`src/rtl/camac_cycle_arbiter.sv`:
```
module camac_cycle_arbiter #(
  parameter int CW = 16,
  parameter int AW = 16,
  parameter int DW = 24,
  parameter int NW = 8,
  parameter int UQ_DEPTH = 4
) (
  input  logic          clk,
  input  logic          rst_n,
  input  logic          u_valid,
  output logic          u_ready,
  input  logic [CW-1:0] u_cmd,
  input  logic [NW-1:0] u_count,
  input  logic          b_valid,
  output logic          b_ready,
  input  logic [CW-1:0] b_cmd,
  input  logic [AW-1:0] b_base,
  input  logic [NW-1:0] b_count,
  input  logic          b_has_setup,
  input  logic [CW-1:0] b_setup_cmd,
  input  logic [DW-1:0] b_setup_data,
  input  logic          b_pair,
  input  logic          b_nolock,
  output logic          e_start,
  output logic          e_urgent,
  output logic          e_setup,
  output logic [CW-1:0] e_cmd,
  output logic [AW-1:0] e_addr,
  output logic [DW-1:0] e_wdata,
  input  logic          e_done,
  output logic          urg_pending,
  output logic          lock_hold,
  output logic          bg_busy
);
  localparam int PW = (UQ_DEPTH > 1) ? $clog2(UQ_DEPTH) : 1;
  localparam int LW = PW + 1;

  logic [CW-1:0] uq_cmd [UQ_DEPTH];
  logic [NW-1:0] uq_cnt [UQ_DEPTH];
  logic [PW-1:0] wr_ptr, rd_ptr;
  logic [LW-1:0] level;
  logic [NW-1:0] u_idx;

  logic          bg_act, bg_started, need_setup;
  logic          bg_hs, bg_pr, bg_nl;
  logic [CW-1:0] bg_cmd, bg_scmd;
  logic [AW-1:0] bg_base;
  logic [DW-1:0] bg_sdata;
  logic [NW-1:0] bg_cnt, bg_done;
  logic          inflight;

  logic free, go_u, go_b, push, pop;

  assign u_ready     = level < LW'(UQ_DEPTH);
  assign b_ready     = !bg_act;
  assign bg_busy     = bg_act;
  assign urg_pending = level != '0;
  assign lock_hold   = bg_act && bg_started && (bg_nl || (bg_pr && bg_done[0]));
  assign free        = !inflight;
  assign go_u        = free && urg_pending && !lock_hold;
  assign go_b        = free && bg_act && !go_u;
  assign push        = u_valid && u_ready;
  assign pop         = go_u && ((u_idx + 1'b1) >= uq_cnt[rd_ptr]);

  always_ff @(posedge clk) begin
    if (push) begin
      uq_cmd[wr_ptr] <= u_cmd;
      uq_cnt[wr_ptr] <= u_count;
    end
  end

  always_ff @(posedge clk) begin
    if (!rst_n) begin
      wr_ptr <= '0;
      rd_ptr <= '0;
      level  <= '0;
      u_idx  <= '0;
    end else begin
      if (push) wr_ptr <= wr_ptr + 1'b1;
      if (pop)  rd_ptr <= rd_ptr + 1'b1;
      level <= level + LW'(push) - LW'(pop);
      if (go_u) u_idx <= pop ? '0 : u_idx + 1'b1;
    end
  end

  always_ff @(posedge clk) begin
    if (!rst_n) begin
      bg_act     <= 1'b0;
      bg_started <= 1'b0;
      need_setup <= 1'b0;
      bg_hs      <= 1'b0;
      bg_pr      <= 1'b0;
      bg_nl      <= 1'b0;
      bg_cmd     <= '0;
      bg_scmd    <= '0;
      bg_base    <= '0;
      bg_sdata   <= '0;
      bg_cnt     <= '0;
      bg_done    <= '0;
    end else if (!bg_act) begin
      if (b_valid) begin
        bg_act     <= 1'b1;
        bg_started <= 1'b0;
        need_setup <= b_has_setup;
        bg_hs      <= b_has_setup;
        bg_pr      <= b_pair;
        bg_nl      <= b_nolock;
        bg_cmd     <= b_cmd;
        bg_scmd    <= b_setup_cmd;
        bg_base    <= b_base;
        bg_sdata   <= b_setup_data;
        bg_cnt     <= b_count;
        bg_done    <= '0;
      end
    end else if (go_u) begin
      if (bg_started && bg_hs) need_setup <= 1'b1;
    end else if (go_b) begin
      bg_started <= 1'b1;
      if (need_setup) begin
        need_setup <= 1'b0;
      end else begin
        bg_done <= bg_done + 1'b1;
        if ((bg_done + 1'b1) == bg_cnt) bg_act <= 1'b0;
      end
    end
  end

  always_ff @(posedge clk) begin
    if (!rst_n) begin
      inflight <= 1'b0;
      e_start  <= 1'b0;
      e_urgent <= 1'b0;
      e_setup  <= 1'b0;
      e_cmd    <= '0;
      e_addr   <= '0;
      e_wdata  <= '0;
    end else begin
      e_start <= go_u || go_b;
      if (go_u || go_b)           inflight <= 1'b1;
      else if (inflight && e_done) inflight <= 1'b0;
      if (go_u) begin
        e_urgent <= 1'b1;
        e_setup  <= 1'b0;
        e_cmd    <= uq_cmd[rd_ptr];
        e_addr   <= AW'(u_idx);
        e_wdata  <= '0;
      end else if (go_b) begin
        e_urgent <= 1'b0;
        e_setup  <= need_setup;
        e_cmd    <= need_setup ? bg_scmd : bg_cmd;
        e_addr   <= need_setup ? '0 : bg_base + AW'(bg_done);
        e_wdata  <= need_setup ? bg_sdata + DW'(bg_done) : '0;
      end
    end
  end
endmodule

```
`config.mk`:
```
export PLATFORM = sky130hd
export DESIGN_NAME = camac_cycle_arbiter
export DESIGN_NICKNAME = d
export VERILOG_FILES = /design/src/rtl/camac_cycle_arbiter.sv
export SDC_FILE = /design/constraint.sdc
export NUM_CORES = 1
export LEC_CHECK = 0
export ABC_AREA = 1
export CAP_MARGIN = 20
export CORE_AREA = 2 2 150 182
export CTS_CLUSTER_DIAMETER = 50
export CTS_CLUSTER_SIZE = 28
export DETAILED_ROUTE_END_ITERATION = 8
export DIE_AREA = 0 0 152 184
export HOLD_SLACK_MARGIN = 0.12
export PLACE_DENSITY_LB_ADDON = 0.25
export SLEW_MARGIN = 20
export SYNTH_ARGS = -nofsm -noshare
export SYNTH_HDL_FRONTEND = slang
export SYNTH_SLANG_ARGS = --single-unit
```
`constraint.sdc`:
```
create_clock -name clk -period 10.3 [get_ports clk]
set_input_delay 2.06 -clock clk [delete_from_list [all_inputs] [get_ports clk]]
set_output_delay 2.06 -clock clk [all_outputs]
set_load 0.02 [all_outputs]
```
==> flow_summary.ini, run 1 <==
[status]
status = finished, final reports clean

[cells_and_area]
antenna_cells = 0
fin_area_um2 = 14500
final_cells = 1873
utilization_pct = 55.6
nets = 1666
nFillCells = 2359
final-seq-area_um2 = 6310
final_common_cell = nand2_1
multi_input_area_um2 = 4750
layout-drive-gt1-share_pct = 5.14
final_cell_mix = 284 x nand2_1, 201 x nor2_1, 174 x clkdlybuf4s50_1, 171 x dfxtp_1, 136 x o21ai_0
area_growth_syn_to_layout_pct = 24.4

[clock_tree]
cts_root_buf = clkbuf_16
numCtsBuffers = 25
post_cts_buffers = 0
cts_hold_buf = 0
clk_latency_ns = 0.54
htreeDepth = 1
cts_tree = yes
cts_sinks = 267
cts_resized = 0
cts_max_path_buffers = 3
clk_pin_slew_ns = 0.07

[floorplanning]
initial_core_util_pct = 44.7
die_x_um = 152
fp-row-count = 65
io_pins = 176
core_area_um2 = 26100
dieArea_um2 = 28000
die_y_um = 184

[placement]
port_buffers = 175
gp_congestion = 0.881
dp_cells = 1826
hpwl_um = 20400
dp_slack_ns = 5.47
placed_cell_area_um2 = 13600

[yosys]
synth_edf_count = 96
async_flop_share_pct = 0
synth_fp_nets = 1517
netlist_area_um2 = 11700
syn_area_per_cell_um2 = 8.51
yosysUniqueCellTypes = 40
synth_seq_cells = 267
synth_top_area_share_pct = 29.3
syn_inst = 1370
yosys.area.top_type = dfxtp_1
yosys_warnings = 0
yosysSeqAreaShare_pct = 54.1
synthFlopType = dfxtp_1
synth_area_leaders = dfxtp_1 29%, edfxtp_1 25%, nand2_1 9.2%

[timing]
fin_crit_sh_pct = 41.0
finalCriticalPeriod_ns = 4.22
whs_ns = 0.453
layout_setup_ws_ns = 6.08
rsz0062_at_grt = false
slew_violations = 0
setup_viol_count_final = 0
max_freq_mhz = 237
fin_setup_tns_ns = 0
tightestPinTransition_ns = 1.08
finClkSkew_ns = 0.0216
slew_headroom_pct = 28.2
hold_violations = 0

[drt]
antenna_left = 0
wire_per_inst_um = 16.2
viasPerCell = 5.23
drtIter0Drc = 536
routed_wl_um = 30300
remaining_drc_errors = 0
vias = 9798
dr.pass1.iters = 5

[worst_setup_path]
arrival_ns = 2.16
crit_required_ns = 8.24
critical-path-max-stage-delay_ns = 0.65
path_max_fanout = 9
critical_path.cell_chain = nand2_1 > a21oi_4 > clkdlybuf4s50_1
critPathCaptureType = output port
start_kind = flip-flop
cpMaxStageDelayCell = clkdlybuf4s50_1
critPathKind = reg -> out

[global_routing]
antenna_found_initial = 0
grt_overflow = 0
grt.total_usage_pct = 21.5
grt_max_degree = 98
grt_pass1_vias = 9527
grt_pass1_wl_um = 49100

[run]
max-cap-violations = 0

[power]
leakage_nw = 5.54
peakVddDrop_mv = 0.152
p_per_area_nw_per_um2 = 188
power.total_mw = 2.73

[min_path]
hold_class = reg -> reg
synth_stat cells (all sizes together) (17+ instances only):
library cell,instances
nand2,286
nor2,211
dfxtp,171
o21ai,141
a21oi,101
edfxtp,96
inv,91
nand3,70
clkbuf,46
ha,32
buf,17
o22ai,17
logic make-up after synthesis:
logic type,Yosys count,synth area share (%)
flip-flops,267,54.1
AO/OA/AOI/OAI,301,14.4
buffers and inverters,155,5.35
XOR/XNOR,20,1.50
AND/OR/NAND/NOR,592,20.7
adder cells (fa/ha/maj),35,3.95
state kept, by name, indices dropped and copies added (netlist names), 2 cells and up, named ones only:
register  cells
uq_cnt       32
rd_ptr        2
bg_cnt        8
e_addr       16
e_cmd        16
e_wdata      24
bg_done       8
u_idx         8
bg_scmd      16
uq_cmd       64
wr_ptr        2
bg_sdata     24
bg_base      16
level         3
bg_cmd       16
layer usage:
layer  vias to the layer above  global-route usage (%)  share of wire, %  wire length, µm
met4                         0                    6.50               2.7              816
met2                       246                    38.1                49            14900
met5                         -                       0                 0                0
li1                       4915                       -                 -                -
met1                      4583                    27.3                42            12800
met3                        54                    2.83               5.5             1660
where the power goes:
part / internal, mW / switching, mW / leakage (nW) / total (mW)
clock: 0.503 / 0.448 / 0.414 / 0.950
sequential: 1.20 / 0.0607 / 2.28 / 1.26
combinational: 0.196 / 0.328 / 2.84 / 0.524
final timing paths:
kind / start / end / slack [ns] / cells after the start
worst max register to register: flip-flop / level[2] / 6.09 / 17
worst min-delay path: level[2] / level[2] / 0.45 / 1
worst min register to register: level[2] / level[2] / 0.45 / 1
worst max-delay path: bg_done[0] / lock_hold / 6.08 / 3
layout make-up:
| type | count | area share [%] |
|---|---|---|
| Multi-Input combinational cell | 948 | 32.7 |
| Sequential cell | 267 | 43.4 |
| Timing Repair Buffer | 185 | 12.7 |
| Clock buffer | 28 | 4.46 |
| Clock inverter | 18 | 1.38 |
| Tap cell | 335 | 2.89 |
| Inverter | 92 | 2.41 |
critical path, delay by kind of cell, from the launching register on:
kind | cells | cell delay, ns
and+or+nand+nor | 1 | 0.16
AOI/OAI and AO/OA | 1 | 0.24
buffers and inverters | 1 | 0.65
DFF | 1 | 0.58
Note: power is estimated with default switching activity, not from simulation.
==> run 2, diff against run 1 <==
==> constraint.sdc (replaced) <==
create_clock -name clk -period 4.4 [get_ports clk]
set_input_delay 0.88 -clock clk [delete_from_list [all_inputs] [get_ports clk]]
set_output_delay 0.88 -clock clk [all_outputs]
set_load 0.02 [all_outputs]
==> flow_summary.ini, run 2 (synthesis results as in run 1) <==
[worst_setup_path]
critical-path-max-stage-delay_ns = 0.51
crit_required_ns = 4.85
path_max_fanout = 21
arrival_ns = 4.23
critPathKind = reg -> reg
critPathMostFrequentCell = inv_1
r2r_slack_ns = 0.62
path_depth = 19
critPathBufInv = 5
cpMaxStageDelayCell = inv_1
critical_path.cell_chain = inv_1 > buf_4 > a21oi_1 > a32o_1 > ha_1 > a21oi_1 > o21ai_0 > nand2_1 > nand4_1 > nand2_1 > inv_1 > ha_1 > inv_1 > ha_1 > inv_1 > fa_1 > xor2_1 > o21ai_0 > a21oi_1
crit_family = adder cells
critPathCaptureType = flip-flop
start_kind = flip-flop
r2r_cells = 19

[timing]
slew_headroom_pct = 41.0
max_freq_mhz = 265
fin_setup_tns_ns = 0
whs_ns = 0.465
finClkSkew_ns = 0.0208
hold_violations = 0
slew_violations = 0
rsz0062_at_grt = false
setup_viol_count_final = 0
fin_crit_sh_pct = 85.9
tightestPinTransition_ns = 0.883
finalCriticalPeriod_ns = 3.78

[drt]
drtIter0Drc = 559
antenna_left = 0
viasPerCell = 5.29
dr.pass1.iters = 5
wire_per_inst_um = 16.4
routed_wl_um = 30800
vias = 9932
remaining_drc_errors = 0

[clock_tree]
post_cts_buffers = 0
clk_latency_ns = 0.54
cts_resized = 0
cts_tree = yes
cts_hold_buf = 0
cts_root_buf = clkbuf_16
clk_pin_slew_ns = 0.07
numCtsBuffers = 25
cts_max_path_buffers = 3
htreeDepth = 1
cts_sinks = 267

[global_routing]
grt_pass1_wl_um = 49300
grt_overflow = 0
grt_pass1_vias = 9630
grt_max_degree = 97
antenna_found_initial = 2
grt.total_usage_pct = 21.6

[cells_and_area]
largest_reg_flops = 64
final_cell_mix = 284 x nand2_1, 201 x nor2_1, 174 x clkdlybuf4s50_1, 171 x dfxtp_1, 136 x o21ai_0
top_regs = uq_cmd x64, uq_cnt x32
nets = 1671
layout-drive-gt1-share_pct = 5.32
final_common_cell = nand2_1
largest_register = uq_cmd
area_growth_syn_to_layout_pct = 24.7

[power]
p_per_area_nw_per_um2 = 440
peakVddDrop_mv = 0.365
leakage_nw = 5.55

[floorplanning]
dieArea_um2 = 28000
initial_core_util_pct = 44.7
fp-row-count = 65
core_area_um2 = 26100
io_pins = 176
die_x_um = 152
die_y_um = 184

[placement]
hpwl_um = 21400
port_buffers = 175
gp_congestion = 0.869

[run]
max-cap-violations = 0

[min_path]
hold_class = reg -> reg
hold_path_depth = 2

[status]
status = finished, final reports clean
==> run 2: cell count changes in the layout (fill, tap and decap cells not counted), moves of 2 or more <==
cell        previous run  this run
diode_2                0         2
clkinv_1               1         3
clkinvlp_4             0         2
clkinv_2               0         2
inv_6                  7         3
buf_4                  9        14
==> run 2: tightest hold or removal path: cells and delay by family (launching register included) <==
| kind | cells | cell delay [ns] |
|---|---|---|
| AOI/OAI and AO/OA | 1 | 0.05 |
| DFF | 1 | 0.31 |
| and+or+nand+nor | 1 | 0.06 |
==> run 2: cell type report <==
type,count,area (µm²)
Sequential cell,267,6310
Antenna cell,2,5.00
Tap cell,335,419
Inverter,92,350
Clock buffer,26,629
Fill cell,2375,11600
Timing Repair Buffer,190,1870
Multi-Input combinational cell,948,4750
Clock inverter,19,219
==> run 2: stage by stage <==
step	setup slack (ns)	power, mW	std cells	area, µm²	util, %
5_1_grt	0.316	6.69	1879	14500	55.7
3_5_place_dp	0.638	4.22	1831	13700	52.4
6_report	0.622	6.40	1879	14500	55.7
4_1_cts	0.596	6.45	1876	14500	55.6
2_1_floorplan	0.996	3.70	1370	11700	-
3_3_place_gp	0.844	4.19	1831	13700	52.4
==> run 2: final timing paths <==
| kind | endpoint | start |
|---|---|---|
| hold / removal | e_wdata[21] | e_wdata[21] |
| hold reg to reg | e_wdata[21] | e_wdata[21] |
| setup / recovery | level[2] | flip-flop |
| setup reg to reg | level[2] | flip-flop |
==> run 2: routing by layer <==
layer	track usage [%]	up-vias	share of wire [%]
li1	-	4935	-
met1	26.8	4636	42
met2	38.8	312	50
met3	3.47	49	6.5
met4	6.06	0	2.1
met5	0	-	0
==> run 2: report_power, final <==
group | switching, mW | internal [mW] | total [mW]
combinational | 0.782 | 0.451 | 1.23
sequential | 0.133 | 2.80 | 2.94
clock | 1.02 | 1.21 | 2.23
